<file path="src/rtl/cmpclk_pkg.sv">
package cmpclk_pkg;
   typedef enum logic [1:0] {
      ST_IDLE  = 2'd0,
      ST_TRACK = 2'd1,
      ST_CMP   = 2'd2,
      ST_PRE   = 2'd3
   } cmpclk_state_e;
endpackage

</file>
<file path="src/rtl/cmpclk_sync.sv">
module cmpclk_sync #(
   parameter int STAGES = 2,
   parameter int W      = 2
) (
   input  logic         clk,
   input  logic         rst_n,
   input  logic [W-1:0] d_in,
   output logic [W-1:0] d_out
);
   if (STAGES < 0 || STAGES > 3) begin : g_bad_stages
      $error("cmpclk_sync: STAGES must be 0..3");
   end

   if (STAGES == 0) begin : g_bypass
      assign d_out = d_in;
   end else begin : g_chain
      logic [W-1:0] pipe [STAGES];
      always_ff @(posedge clk or negedge rst_n) begin
         if (!rst_n) begin
            for (int i = 0; i < STAGES; i++) pipe[i] <= '1;
         end else begin
            pipe[0] <= d_in;
            for (int i = 1; i < STAGES; i++) pipe[i] <= pipe[i-1];
         end
      end
      assign d_out = pipe[STAGES-1];
   end
endmodule

</file>
<file path="src/rtl/cmpclk_window.sv">
module cmpclk_window #(
   parameter int MIN_CYC = 50,
   parameter int TMO_CYC = 1000
) (
   input  logic clk,
   input  logic rst_n,
   input  logic run,
   output logic win_ok,
   output logic tmo_hit
);
   localparam int CW = $clog2(TMO_CYC + 1);
   localparam logic [CW-1:0] MIN_LAST = CW'(MIN_CYC - 1);
   localparam logic [CW-1:0] TMO_LAST = CW'(TMO_CYC - 1);

   if (MIN_CYC < 1 || TMO_CYC <= MIN_CYC) begin : g_bad_window
      $error("cmpclk_window: need 1 <= MIN_CYC < TMO_CYC");
   end

   logic [CW-1:0] cnt_q;

   always_ff @(posedge clk or negedge rst_n) begin
      if (!rst_n)                cnt_q <= '0;
      else if (!run)             cnt_q <= '0;
      else if (cnt_q != TMO_LAST) cnt_q <= cnt_q + 1'b1;
   end

   assign win_ok  = (cnt_q >= MIN_LAST);
   assign tmo_hit = (cnt_q == TMO_LAST);


   cnt_bound_chk: assert property (@(posedge clk) disable iff (!rst_n)
      cnt_q <= TMO_LAST);
endmodule

</file>
<file path="src/rtl/cmpclk_gen.sv">
module cmpclk_gen
   import cmpclk_pkg::*;
#(
   parameter int SYNC_STAGES = 2,
   parameter int TRACK_CYC   = 4,
   parameter int MIN_CMP_CYC = 50,
   parameter int TMO_CYC     = 1000
) (
   input  logic clk,
   input  logic rst_n,
   input  logic conv_start,
   input  logic bit_en,
   input  logic cmp_p,
   input  logic cmp_n,
   output logic cmp_clk,
   output logic valid,
   output logic timeout
);
   localparam int TW = (TRACK_CYC < 2) ? 1 : $clog2(TRACK_CYC);
   localparam logic [TW-1:0] TRK_LOAD = TW'(TRACK_CYC - 1);

   if (TRACK_CYC < 1) begin : g_bad_track
      $error("cmpclk_gen: TRACK_CYC must be at least 1");
   end

   cmpclk_state_e state_q, state_d;
   logic [TW-1:0] trk_q;
   logic [1:0]    cmp_s;
   logic          nand_s, win_ok, tmo_hit;
   logic          cmp_clk_q, timeout_q;

   cmpclk_sync #(.STAGES(SYNC_STAGES), .W(2)) u_sync (
      .clk   (clk),
      .rst_n (rst_n),
      .d_in  ({cmp_p, cmp_n}),
      .d_out (cmp_s)
   );

   cmpclk_window #(.MIN_CYC(MIN_CMP_CYC), .TMO_CYC(TMO_CYC)) u_win (
      .clk     (clk),
      .rst_n   (rst_n),
      .run     (state_q == ST_CMP),
      .win_ok  (win_ok),
      .tmo_hit (tmo_hit)
   );

   assign nand_s = ~(cmp_s[1] & cmp_s[0]);

   always_comb begin
      unique case (state_q)
         ST_CMP:  valid = nand_s & win_ok;
         ST_PRE:  valid = nand_s;
         default: valid = 1'b0;
      endcase
   end

   always_comb begin
      state_d = state_q;
      unique case (state_q)
         ST_IDLE:  if (conv_start) state_d = ST_TRACK;
         ST_TRACK: if (trk_q == '0) state_d = ST_CMP;
         ST_CMP: begin
            if (valid)        state_d = ST_PRE;
            else if (tmo_hit) state_d = ST_IDLE;
         end
         ST_PRE:   if (!valid) state_d = bit_en ? ST_CMP : ST_IDLE;
         default:  state_d = ST_IDLE;
      endcase
   end

   always_ff @(posedge clk or negedge rst_n) begin
      if (!rst_n) begin
         state_q   <= ST_IDLE;
         trk_q     <= '0;
         cmp_clk_q <= 1'b1;
         timeout_q <= 1'b0;
      end else begin
         state_q   <= state_d;
         cmp_clk_q <= (state_d != ST_CMP);
         timeout_q <= (state_q == ST_CMP) && tmo_hit && !valid;
         if (state_q == ST_IDLE)  trk_q <= TRK_LOAD;
         else if (state_q == ST_TRACK && trk_q != '0) trk_q <= trk_q - 1'b1;
      end
   end

   assign cmp_clk = cmp_clk_q;
   assign timeout = timeout_q;


   idle_precharge_chk: assert property (@(posedge clk) disable iff (!rst_n)
      (state_q == ST_IDLE) |-> (cmp_clk_q && !valid));

   min_window_chk: assert property (@(posedge clk) disable iff (!rst_n)
      (!cmp_clk_q && !win_ok) |=> !cmp_clk_q);

   masked_valid_chk: assert property (@(posedge clk) disable iff (!rst_n)
      (!cmp_clk_q && valid) |-> win_ok);

   rise_cause_chk: assert property (@(posedge clk) disable iff (!rst_n)
      $rose(cmp_clk_q) |-> ($past(valid) || timeout_q));

   timeout_pulse_chk: assert property (@(posedge clk) disable iff (!rst_n)
      timeout_q |=> !timeout_q);

   timeout_precharge_chk: assert property (@(posedge clk) disable iff (!rst_n)
      timeout_q |-> (cmp_clk_q && state_q == ST_IDLE));
endmodule

</file>
<file path="config.mk">
export PLATFORM = sky130hd
export DESIGN_NAME = cmpclk_gen
export DESIGN_NICKNAME = d
export VERILOG_FILES = /design/src/rtl/cmpclk_pkg.sv /design/src/rtl/cmpclk_sync.sv /design/src/rtl/cmpclk_window.sv /design/src/rtl/cmpclk_gen.sv
export SDC_FILE = /design/constraint.sdc
export NUM_CORES = 1
export LEC_CHECK = 0
export BUFFER_PORTS_ARGS = -buffer_cell sky130_fd_sc_hd__clkbuf_2
export CAP_MARGIN = 15
export CORE_ASPECT_RATIO = 0.7
export CORE_MARGIN = 2
export CORE_UTILIZATION = 32
export CTS_CLUSTER_SIZE = 12
export DETAILED_ROUTE_END_ITERATION = 6
export PLACE_DENSITY_LB_ADDON = 0.12
export SLEW_MARGIN = 10
export SYNTH_ARGS = -nofsm -noshare
export SYNTH_HDL_FRONTEND = slang
export SYNTH_SLANG_ARGS = --single-unit
</file>
<file path="constraint.sdc">
create_clock -name clk -period 2.9 [get_ports clk]
set_input_delay 0.435 -clock clk [delete_from_list [all_inputs] [get_ports clk]]
set_output_delay 0.435 -clock clk [all_outputs]
set_load 0.05 [all_outputs]
</file>
==> results of run 1 <==
[routing by layer]
layer | GRT usage (%) | up-vias
li1 | - | 329
met1 | 19.3 | 303
met2 | 16.5 | 12
met3 | 5.54 | 2
met4 | 1.96 | 0
met5 | 0 | -
[state kept, by name (all words and copies together) (netlist names)]
name,cells
u_win.cnt_q,10
state_q,2
trk_q,2
u_sync.d_out,2
u_sync.g_chain.pipe,2
cmp_clk,1
timeout,1
[power by group through the flow]
stage / Clock, mW / Combinational, mW / Sequential (mW)
2_1_floorplan: 0 / 0.00641 / 0.290
3_5_place_dp: 0 / 0.0168 / 0.290
6_report: 0.278 / 0.0158 / 0.285
4_1_cts: 0.288 / 0.0168 / 0.285
3_3_place_gp: 0 / 0.0167 / 0.290
5_1_grt: 0.305 / 0.0185 / 0.285
[through the flow]
| step | hold WS [ns] | instance area (um^2) | instances | util, % | setup slack [ns] |
|---|---|---|---|---|---|
| 2_1_floorplan | 0.139 | 938 | 89 | - | 1.01 |
| 3_3_place_gp | 0.347 | 1020 | 131 | 36.3 | 0.815 |
| 3_5_place_dp | 0.347 | 1020 | 131 | 36.3 | 0.754 |
| 4_1_cts | 0.147 | 1090 | 135 | 38.8 | 0.466 |
| 5_1_grt | 0.163 | 1090 | 135 | 38.8 | 0.234 |
| 6_report | 0.123 | 1090 | 135 | 38.8 | 0.492 |
[layout by cell type (no fill, tap or decap), types with 2 or more instances in the layout]
master / n
xnor2_1: 4
dfstp_2: 5
inv_1: 4
o21ai_0: 3
mux2_2: 2
clkbuf_2: 8
ha_1: 4
nor2_1: 10
a22oi_1: 2
nor3_1: 5
nand3_1: 2
or3_1: 3
nand2_1: 9
a21oi_1: 4
dfrtp_1: 15
clkbuf_8: 3
nand2b_1: 3
[final timing paths]
| path | from | endpoint | slack, ns | depth (start not counted) |
|---|---|---|---|---|
| max | u_win.cnt_q[1] | valid | 0.49 | 7 |
| min | rst_n | u_win.cnt_q[3] | 0.12 | 1 |
| max reg2reg | u_win.cnt_q[1] | state_q[0] | 1.16 | 7 |
| min reg2reg | u_sync.g_chain.pipe[2] | u_sync.d_out[0] | 0.36 | 0 |
| max in group asynchronous | rst_n | cmp_clk | 2.42 | 1 |
| min in group clk | cmp_p | u_sync.g_chain.pipe[3] | 0.25 | 1 |
[kinds of logic after synthesis]
logic type                 after synthesis  share of synthesized area [%]
and+or+nand+nor                         38                           20.7
DFF                                     20                           54.0
AOI/OAI and AO/OA                       12                           9.07
buffers and inverters                    7                           2.80
xor gates and xnor gates                 5                           4.67
adders and majority gates                4                           5.33
muxes                                    3                           3.47
[critical path, cell delays in order, from the launching register on]
cell and delay [ns]:
dfrtp_1 0.41, inv_1 0.09, ha_1 0.18, nor4b_1 0.29, nor2_1 0.09, o311ai_2 0.31
inv_2 0.09, clkbuf_2 0.25
[final cells by class]
class | count | share of cell area, %
flip-flops and latches | 20 | 46.6
multi-input cells | 62 | 37.3
well taps | 36 | 4.14
clock buffers | 3 | 3.80
repair buffers | 8 | 3.68
clock inverters | 1 | 2.76
inverters | 5 | 1.73
==> results.py, run 1 <==
metrics = {
    "cts": {
        "cts_root_buf": "clkbuf_8",
        "cts_sinks": 20,
        "clk_path_buf_depth": 2,
        "insertion_delay_ns": 0.26,
        "clkTransAtPathRegs_ns": 0.08,
        "hold_buffers": 0,
        "cts_made_buffers": 3,
        "htree_levels": 1,
        "cts_setup_buffers": 0,
        "tritoncts": "done",
        "cts_resized": 0,
    },
    "logic_synthesis": {
        "synth.most_common_cell": "dfrtp_1",
        "syn_nets": 99,
        "synth_edf_count": 0,
        "synth.top_cell.area_share_pct": 40.0,
        "yosysSeqAreaShare_pct": 54.0,
        "synth_top_flop_cell": "dfrtp_1",
        "async_reset_ff_share_pct": 100,
        "syn_inst": 89,
        "synth_common_cells": "dfrtp_1 (15), nor2_1 (10), nand2_1 (9)",
        "syn_area_per_cell_um2": 10.5,
        "netlist-cell-type-count": 28,
        "synthTopCellsByArea": "dfrtp_1 (40%), dfstp_2 (14%), ha_1 (5.3%)",
        "synth_top_cell_by_area": "dfrtp_1",
        "yosys_warnings": 0,
        "syn_area_um2": 938,
        "ys_ff_latch": 20,
    },
    "hold_path": {
        "min_path_type": "input pin to asynchronous set/reset pin",
    },
    "timing": {
        "setup_viol": 0,
        "finalHoldViolations": 0,
        "max_freq_ghz": 0.415,
        "fin_tns_setup_ns": 0,
        "slew_headroom_pct": 56.6,
        "clock_skew_ns": 0.00390,
        "worst_slew_pin_slew_ns": 0.644,
        "slew_violations": 0,
        "fin_crit_ns": 2.41,
        "rsz0062_at_grt": "no",
        "fin_crit_sh_pct": 83.0,
    },
    "worst_setup_path": {
        "path_class": "flip-flop to output port",
        "cp-end-kind": "output port",
        "critPathMaxFanout": 4,
        "cp.required_ns": 2.47,
        "crit_path_start_kind": "flip-flop",
        "arrival_ns": 1.97,
    },
    "cells_and_area": {
        "ff_latch_area_um2": 507,
        "syn_to_final_growth_pct": 15.9,
        "nets": 110,
        "drive_above_1_share_pct": 23.2,
        "fillers": 288,
        "antenna_cells": 0,
        "multi_input_comb_area_um2": 405,
    },
    "route": {
        "final_antenna_net_count": 0,
        "routedWlPerCell_um": 12.7,
        "drc_errors": 0,
        "postRouteWirelength_um": 1720,
        "vias": 646,
        "wl_met1_um": 920,
        "vias_per_cell": 4.79,
        "wl_met2_um": 725,
        "drt_iter0_markers": 45,
        "drt_pre_antenna_iters": 4,
        "wl_met3_um": 69,
        "top_layer_used": "met4",
    },
    "floorplan": {
        "fp.dieH_um": 49.3,
        "start_util_pct": 33.5,
        "core_area_um2": 2800,
        "die_width_um": 68.7,
        "io_pins": 9,
        "dieArea_um2": 3390,
        "fp-row-count": 16,
    },
    "global_route": {
        "antenna_found_initial": 0,
        "grt_pass1_wl_um": 3080,
        "gr-total-overflow": 0,
        "grt_max_degree": 21,
        "grt_pass1_vias": 641,
        "track_usage_pct": 12.6,
    },
    "power": {
        "p_leak_nw": 0.464,
        "peakVddDrop_mv": 0.232,
        "power_density_nw_per_um2": 532,
        "internal_power_mw": 0.473,
        "combPwrFrac_pct": 2.7,
        "p_sw_share_pct": 18.2,
        "switching_power_mw": 0.105,
        "seqPwrFrac_pct": 49.2,
        "power_mw": 0.578,
        "clock_power_share_pct": 48.1,
    },
    "run": {
        "maxCapViolCount": 0,
    },
    "placed_design": {
        "detailed_place_hpwl_um": 1240,
        "io_buffer_count": 8,
        "gp_congestion": 0.736,
    },
    "outcome": {
        "status": "finished clean",
    },
}
No activity file was read; power rests on OpenSTA's default activity.
==> inputs of run 2 (changes only) <==
--- a/config.mk
+++ b/config.mk
@@ -5,6 +5,7 @@
 export SDC_FILE = /design/constraint.sdc
 export NUM_CORES = 1
 export LEC_CHECK = 0
+export ABC_AREA = 1
 export BUFFER_PORTS_ARGS = -buffer_cell sky130_fd_sc_hd__clkbuf_2
 export CAP_MARGIN = 15
 export CORE_ASPECT_RATIO = 0.7
==> constraint.sdc (replaced) <==
create_clock -name clk -period 2.4 [get_ports clk]
set_input_delay 0.36 -clock clk [delete_from_list [all_inputs] [get_ports clk]]
set_output_delay 0.36 -clock clk [all_outputs]
set_load 0.05 [all_outputs]
==> results.py, run 2 <==
metrics = {
    "cells_and_area": {
        "nets": 144,
        "largest_register": "u_win.cnt_q",
        "largest_reg_flops": 10,
        "syn_to_final_growth_pct": 14.1,
        "ff_latch_area_um2": 507,
        "drive_above_1_share_pct": 20.3,
        "multi_input_comb_area_um2": 424,
        "final_cell_mix": "inv_1 (20), nand2_1 (20), dfrtp_1 (15), nor2_1 (13), a21oi_1 (10)",
        "fillers": 309,
        "instances_no_fill": 171,
        "antenna_cells": 0,
    },
    "power": {
        "power_density_nw_per_um2": 801,
        "internal_power_mw": 0.614,
        "peakVddDrop_mv": 0.455,
        "seqPwrFrac_pct": 45.4,
        "p_leak_nw": 0.560,
        "switching_power_mw": 0.313,
        "p_sw_share_pct": 33.8,
        "power_mw": 0.927,
        "combPwrFrac_pct": 27.9,
        "clock_power_share_pct": 26.7,
    },
    "timing": {
        "rsz0062_at_grt": "no",
        "fin_crit_sh_pct": 81.9,
        "fin_crit_ns": 1.97,
        "max_freq_ghz": 0.509,
        "slew_headroom_pct": 67.4,
        "worst_slew_pin_slew_ns": 0.490,
        "finalHoldViolations": 0,
        "fin_tns_setup_ns": 0,
        "setup_viol": 0,
        "clock_skew_ns": 0.00481,
        "slew_violations": 0,
    },
    "worst_setup_path": {
        "r2r_slack_ns": 0.98,
        "r2r-end": "u_win.cnt_q[8]",
        "path_class": "flip-flop to output port",
        "arrival_ns": 1.61,
        "path_cells": "inv_1 -> ha_1 -> inv_1 -> nor2_1 -> nand2_1 -> nand2_1 -> nand2_1 -> nand2_2 -> inv_1 -> clkbuf_2",
        "crit_path_start_kind": "flip-flop",
        "cpPeakStageDelay_ns": 0.42,
        "cpMaxStageDelayCell": "dfrtp_1",
        "cp.required_ns": 2.04,
        "critPathMaxFanout": 5,
        "cp.buffers_inverters": 4,
        "critical_path_depth": 10,
        "worstRegToRegCells": 6,
        "r2r-start": "u_win.cnt_q[0]",
        "cp_top_family": "buffers and inverters",
        "cp-end-kind": "output port",
    },
    "logic_synthesis": {
        "synth_common_cells": "inv_1 (20), nand2_1 (20), dfrtp_1 (15)",
        "syn_nets": 131,
        "ys_ff_latch": 20,
        "synthTopCellsByArea": "dfrtp_1 (37%), dfstp_2 (13%), inv_1 (7.4%)",
        "synth.top_cell.area_share_pct": 37.0,
        "syn_inst": 121,
        "syn_area_um2": 1010,
        "async_reset_ff_share_pct": 100,
        "netlist-cell-type-count": 19,
        "yosys_warnings": 0,
        "synth_top_flop_cell": "dfrtp_1",
        "syn_area_per_cell_um2": 8.38,
        "synth_top_cell_by_area": "dfrtp_1",
        "synth_edf_count": 0,
        "yosysSeqAreaShare_pct": 50.0,
    },
    "global_route": {
        "gr-total-overflow": 0,
        "track_usage_pct": 11.7,
        "grt_pass1_wl_um": 3190,
        "grt_max_degree": 21,
        "grt_pass1_vias": 659,
        "antenna_found_initial": 0,
    },
    "cts": {
        "clk_path_buf_depth": 2,
        "cts_sinks": 20,
        "cts_made_buffers": 3,
        "cts_resized": 0,
        "hold_buffers": 0,
        "tritoncts": "done",
        "cts_root_buf": "clkbuf_8",
        "clkTransAtPathRegs_ns": 0.07,
        "cts_setup_buffers": 0,
        "insertion_delay_ns": 0.25,
        "htree_levels": 1,
    },
    "floorplan": {
        "dieArea_um2": 3640,
        "die_width_um": 71.3,
        "fp.dieH_um": 51.1,
        "io_pins": 9,
        "core_area_um2": 3080,
        "fp-row-count": 17,
        "start_util_pct": 32.9,
    },
    "placed_design": {
        "gp_congestion": 0.833,
        "placed_cells": 167,
        "io_buffer_count": 8,
        "detailed_place_hpwl_um": 1510,
    },
    "route": {
        "routedWlPerCell_um": 11.1,
        "vias_per_cell": 4.62,
        "drt_pre_antenna_iters": 4,
        "vias": 790,
        "drc_errors": 0,
        "final_antenna_net_count": 0,
        "postRouteWirelength_um": 1910,
        "drt_iter0_markers": 45,
    },
    "outcome": {
        "status": "finished clean",
    },
    "hold_path": {
        "min_path_type": "input pin to asynchronous set/reset pin",
    },
    "run": {
        "maxCapViolCount": 0,
    },
}
[run 2: cell count changes in the layout (fill, tap and decap cells not counted), sizes merged, moves of 5 or more]
cell	previous run	this run
nand2	9	22
nand4	1	7
inv	5	22
a21oi	4	10
nor3	6	1
nor2	10	18
o21ai	3	8
[run 2: cell type report]
cell class                      count  share of cell area (%)
Sequential cell                    20                    43.8
Multi-Input combinational cell     79                    36.7
Inverter                           22                    7.14
Clock buffer                        4                    4.76
Tap cell                           38                    4.11
Timing Repair Buffer                8                    3.46
[run 2: per-layer routing]
layer	wire (um)	vias to the layer above	GRT usage, %	share of wire [%]
met5	0	-	0	0
met4	0	0	1.89	0
met3	79	0	4.73	4.1
met2	768	13	15.4	40
met1	1060	366	17.8	56
li1	-	411	-	-
[run 2: power groups by stage]
stage / sequential (mW) / clock, mW / combinational, mW
after detailed placement: 0.427 / 0 / 0.261
after CTS: 0.420 / 0.260 / 0.262
after global routing: 0.430 / 0.278 / 0.299
final: 0.421 / 0.247 / 0.258
after floorplan: 0.441 / 0 / 0.180
after global placement: 0.426 / 0 / 0.255
[run 2: kinds of logic (layout without fill, tap and decap cells)]
logic type      Yosys count  count (layout)  synth area share [%]
simple gates             56              56                  27.3
compound gates           19              19                  9.63
flops                    20              20                  50.0
buf+inv                  22              34                  8.15
fa+ha+maj                 4               4                  4.94
[run 2: how the worst max path moves through the flow]
stage,start,end,slack (ns)
finish,u_win.cnt_q[0],valid,0.43
global route,u_win.cnt_q[0],valid,0.30
CTS,u_win.cnt_q[0],valid,0.42
detailed placement,u_win.cnt_q[0],valid,0.71
global placement,u_win.cnt_q[0],valid,0.76
floorplan,u_win.cnt_q[0],valid,0.81
[run 2: per-stage QoR]
stage | instance area, um^2 | utilization [%] | hold WS (ns) | setup WS, ns
2_1_floorplan | 1010 | - | 0.0644 | 0.811
3_3_place_gp | 1100 | 35.7 | 0.348 | 0.759
3_5_place_dp | 1100 | 35.7 | 0.345 | 0.709
4_1_cts | 1160 | 37.5 | 0.0677 | 0.420
5_1_grt | 1160 | 37.5 | 0.0778 | 0.299
6_report | 1160 | 37.5 | 0.0542 | 0.435
[run 2: worst reg2reg max path, cell delays in order, from the launching register on]
cell and delay [ns]:
dfrtp_1 0.42, ha_1 0.24, nand2_1 0.10, nor2_2 0.17, nand2_1 0.11, o21ai_0 0.17, a21oi_1 0.09
==> inputs of run 3 (changes only) <==
--- a/config.mk
+++ b/config.mk
@@ -5,7 +5,7 @@
 export SDC_FILE = /design/constraint.sdc
 export NUM_CORES = 1
 export LEC_CHECK = 0
-export ABC_AREA = 1
+export ABC_AREA = 0
 export BUFFER_PORTS_ARGS = -buffer_cell sky130_fd_sc_hd__clkbuf_2
 export CAP_MARGIN = 15
 export CORE_ASPECT_RATIO = 0.7
==> constraint.sdc (replaced) <==
create_clock -name clk -period 1.7 [get_ports clk]
set_input_delay 0.255 -clock clk [delete_from_list [all_inputs] [get_ports clk]]
set_output_delay 0.255 -clock clk [all_outputs]
set_load 0.05 [all_outputs]
==> results.py, run 3 (synthesis results as in run 1) <==
metrics = {
    "cells_and_area": {
        "drive_above_1_share_pct": 45.4,
        "antenna_cells": 0,
        "final_common_cell": "buf_4",
        "fin_area_um2": 1320,
        "syn_to_final_growth_pct": 41.1,
        "largest_register": "u_win.cnt_q",
        "nets": 130,
        "fin_util_pct": 47.2,
        "final_cell_mix": "buf_4 (19), dfrtp_1 (15), nor2_1 (9), nand2_1 (8), clkbuf_2 (7)",
        "largest_reg_flops": 10,
    },
    "route": {
        "drt_pre_antenna_iters": 4,
        "postRouteWirelength_um": 1930,
        "routedWlPerCell_um": 12.5,
        "drc_errors": 0,
        "drt_iter0_markers": 48,
        "vias_per_cell": 4.70,
        "vias": 729,
        "final_antenna_net_count": 0,
    },
    "outcome": {
        "violations": "negative setup slack",
        "status": "complete, but fails checks",
    },
    "timing": {
        "finalHoldViolations": 0,
        "slew_violations": 0,
        "worst_slew_pin_slew_ns": 0.506,
        "clock_skew_ns": 0.00935,
        "slew_headroom_pct": 66.2,
        "fin_crit_ns": 1.99,
        "rsz0062_at_grt": "yes",
        "whs_ns": 0.0787,
        "fin_ws_ns": -0.294,
        "max_freq_ghz": 0.501,
        "fin_crit_sh_pct": 117,
        "setup_viol": 3,
    },
    "floorplan": {
        "io_pins": 9,
        "die_width_um": 68.7,
        "fp-row-count": 16,
        "dieArea_um2": 3390,
        "fp.dieH_um": 49.3,
        "core_area_um2": 2800,
        "start_util_pct": 33.5,
    },
    "cts": {
        "clkTransAtPathRegs_ns": 0.07,
        "htree_levels": 1,
        "cts_sinks": 20,
        "insertion_delay_ns": 0.26,
        "cts_root_buf": "clkbuf_8",
        "cts_made_buffers": 3,
        "tritoncts": "done",
        "clk_path_buf_depth": 2,
    },
    "worst_setup_path": {
        "r2r_slack_ns": -0.12,
        "cp.required_ns": 1.44,
        "setup.worst_path.end": "valid",
        "arrival_ns": 1.74,
        "worstRegToRegCells": 9,
        "path_class": "flip-flop to output port",
        "r2r-end": "state_q[0]",
        "cp-startpoint": "u_win.cnt_q[0]",
        "crit_path_start_kind": "flip-flop",
        "r2r-start": "u_win.cnt_q[0]",
        "cp-end-kind": "output port",
        "critPathMaxFanout": 3,
    },
    "global_route": {
        "gr-total-overflow": 0,
        "grt_max_degree": 21,
        "grt_pass1_wl_um": 3390,
        "track_usage_pct": 13.5,
        "antenna_found_initial": 0,
        "grt_pass1_vias": 752,
    },
    "power": {
        "p_leak_nw": 0.601,
        "power_density_nw_per_um2": 638,
        "peakVddDrop_mv": 0.404,
        "power_mw": 0.844,
    },
    "placed_design": {
        "gp_congestion": 0.766,
        "placed_cell_area_um2": 1140,
        "detailed_place_hpwl_um": 1400,
        "io_buffer_count": 8,
        "preCtsSetupSlack_ns": -0.203,
    },
    "run": {
        "maxCapViolCount": 0,
    },
    "hold_path": {
        "min_path_type": "input pin to flip-flop",
    },
}
## run 3: cell count changes in the layout (fill, tap and decap cells not counted), sizes merged, moves of 6 or more
cell	change
a21oi	-6
buf	+19
inv	-17
nand2	-13
nand4	-6
nor2	-8
## run 3: area by class of cell
| class | instances | area [um^2] |
|---|---|---|
| Fill cell | 268 | 1480 |
| Sequential cell | 20 | 507 |
| Multi-Input combinational cell | 62 | 493 |
| Timing Repair Buffer | 28 | 213 |
| Clock buffer | 4 | 45.0 |
| Tap cell | 36 | 45.0 |
| Inverter | 5 | 21.3 |
## run 3: worst min-delay path by stage
stage / startpoint / endpoint / depth (start not counted)
2_1_floorplan: rst_n / state_q[0] / 0
3_3_place_gp: rst_n / u_win.cnt_q[3] / 1
3_5_place_dp: rst_n / u_win.cnt_q[3] / 1
4_1_cts: cmp_p / u_sync.g_chain.pipe[3] / 1
5_1_grt: cmp_p / u_sync.g_chain.pipe[3] / 1
6_report: cmp_p / u_sync.g_chain.pipe[3] / 1
## run 3: power by group
group / total, mW / leakage, nW / internal [mW] / switching [mW]
Combinational: 0.0433 / 0.335 / 0.0211 / 0.0222
Clock: 0.315 / 0.0228 / 0.167 / 0.149
Sequential: 0.486 / 0.243 / 0.485 / 0.00107
## run 3: metrics by stage
stage / setup TNS, ns / std cells
floorplan: 0 / 89
CTS: -0.567 / 155
finish: -0.489 / 155
detailed placement: -0.415 / 146
global route: -0.850 / 155
global placement: -0.0694 / 146
## run 3: what timing repair did
item | in CTS | in global routing
endpoints found under the setup margin | 4 | 7
resized for setup | 9 | 12
hold buffers | 1 | 0
endpoints found under the hold margin | 15 | 0
setup buffers | 4 | 3
pin swaps | 6 | 10
## run 3: worst max-delay path, cell delays in order (launching register included)
cell,delay [ns]
dfrtp_1,0.41
inv_2,0.07
ha_2,0.16
nor4b_4,0.21
nor2_2,0.07
o311ai_4,0.32
inv_4,0.06
clkbuf_16,0.17
## run 3: per-layer routing
layer  GRT usage [%]  share of wire (%)
met5               0                  0
met4           0.980                  0
met3            5.54                4.3
met2            20.0                 44
met1            19.3                 52
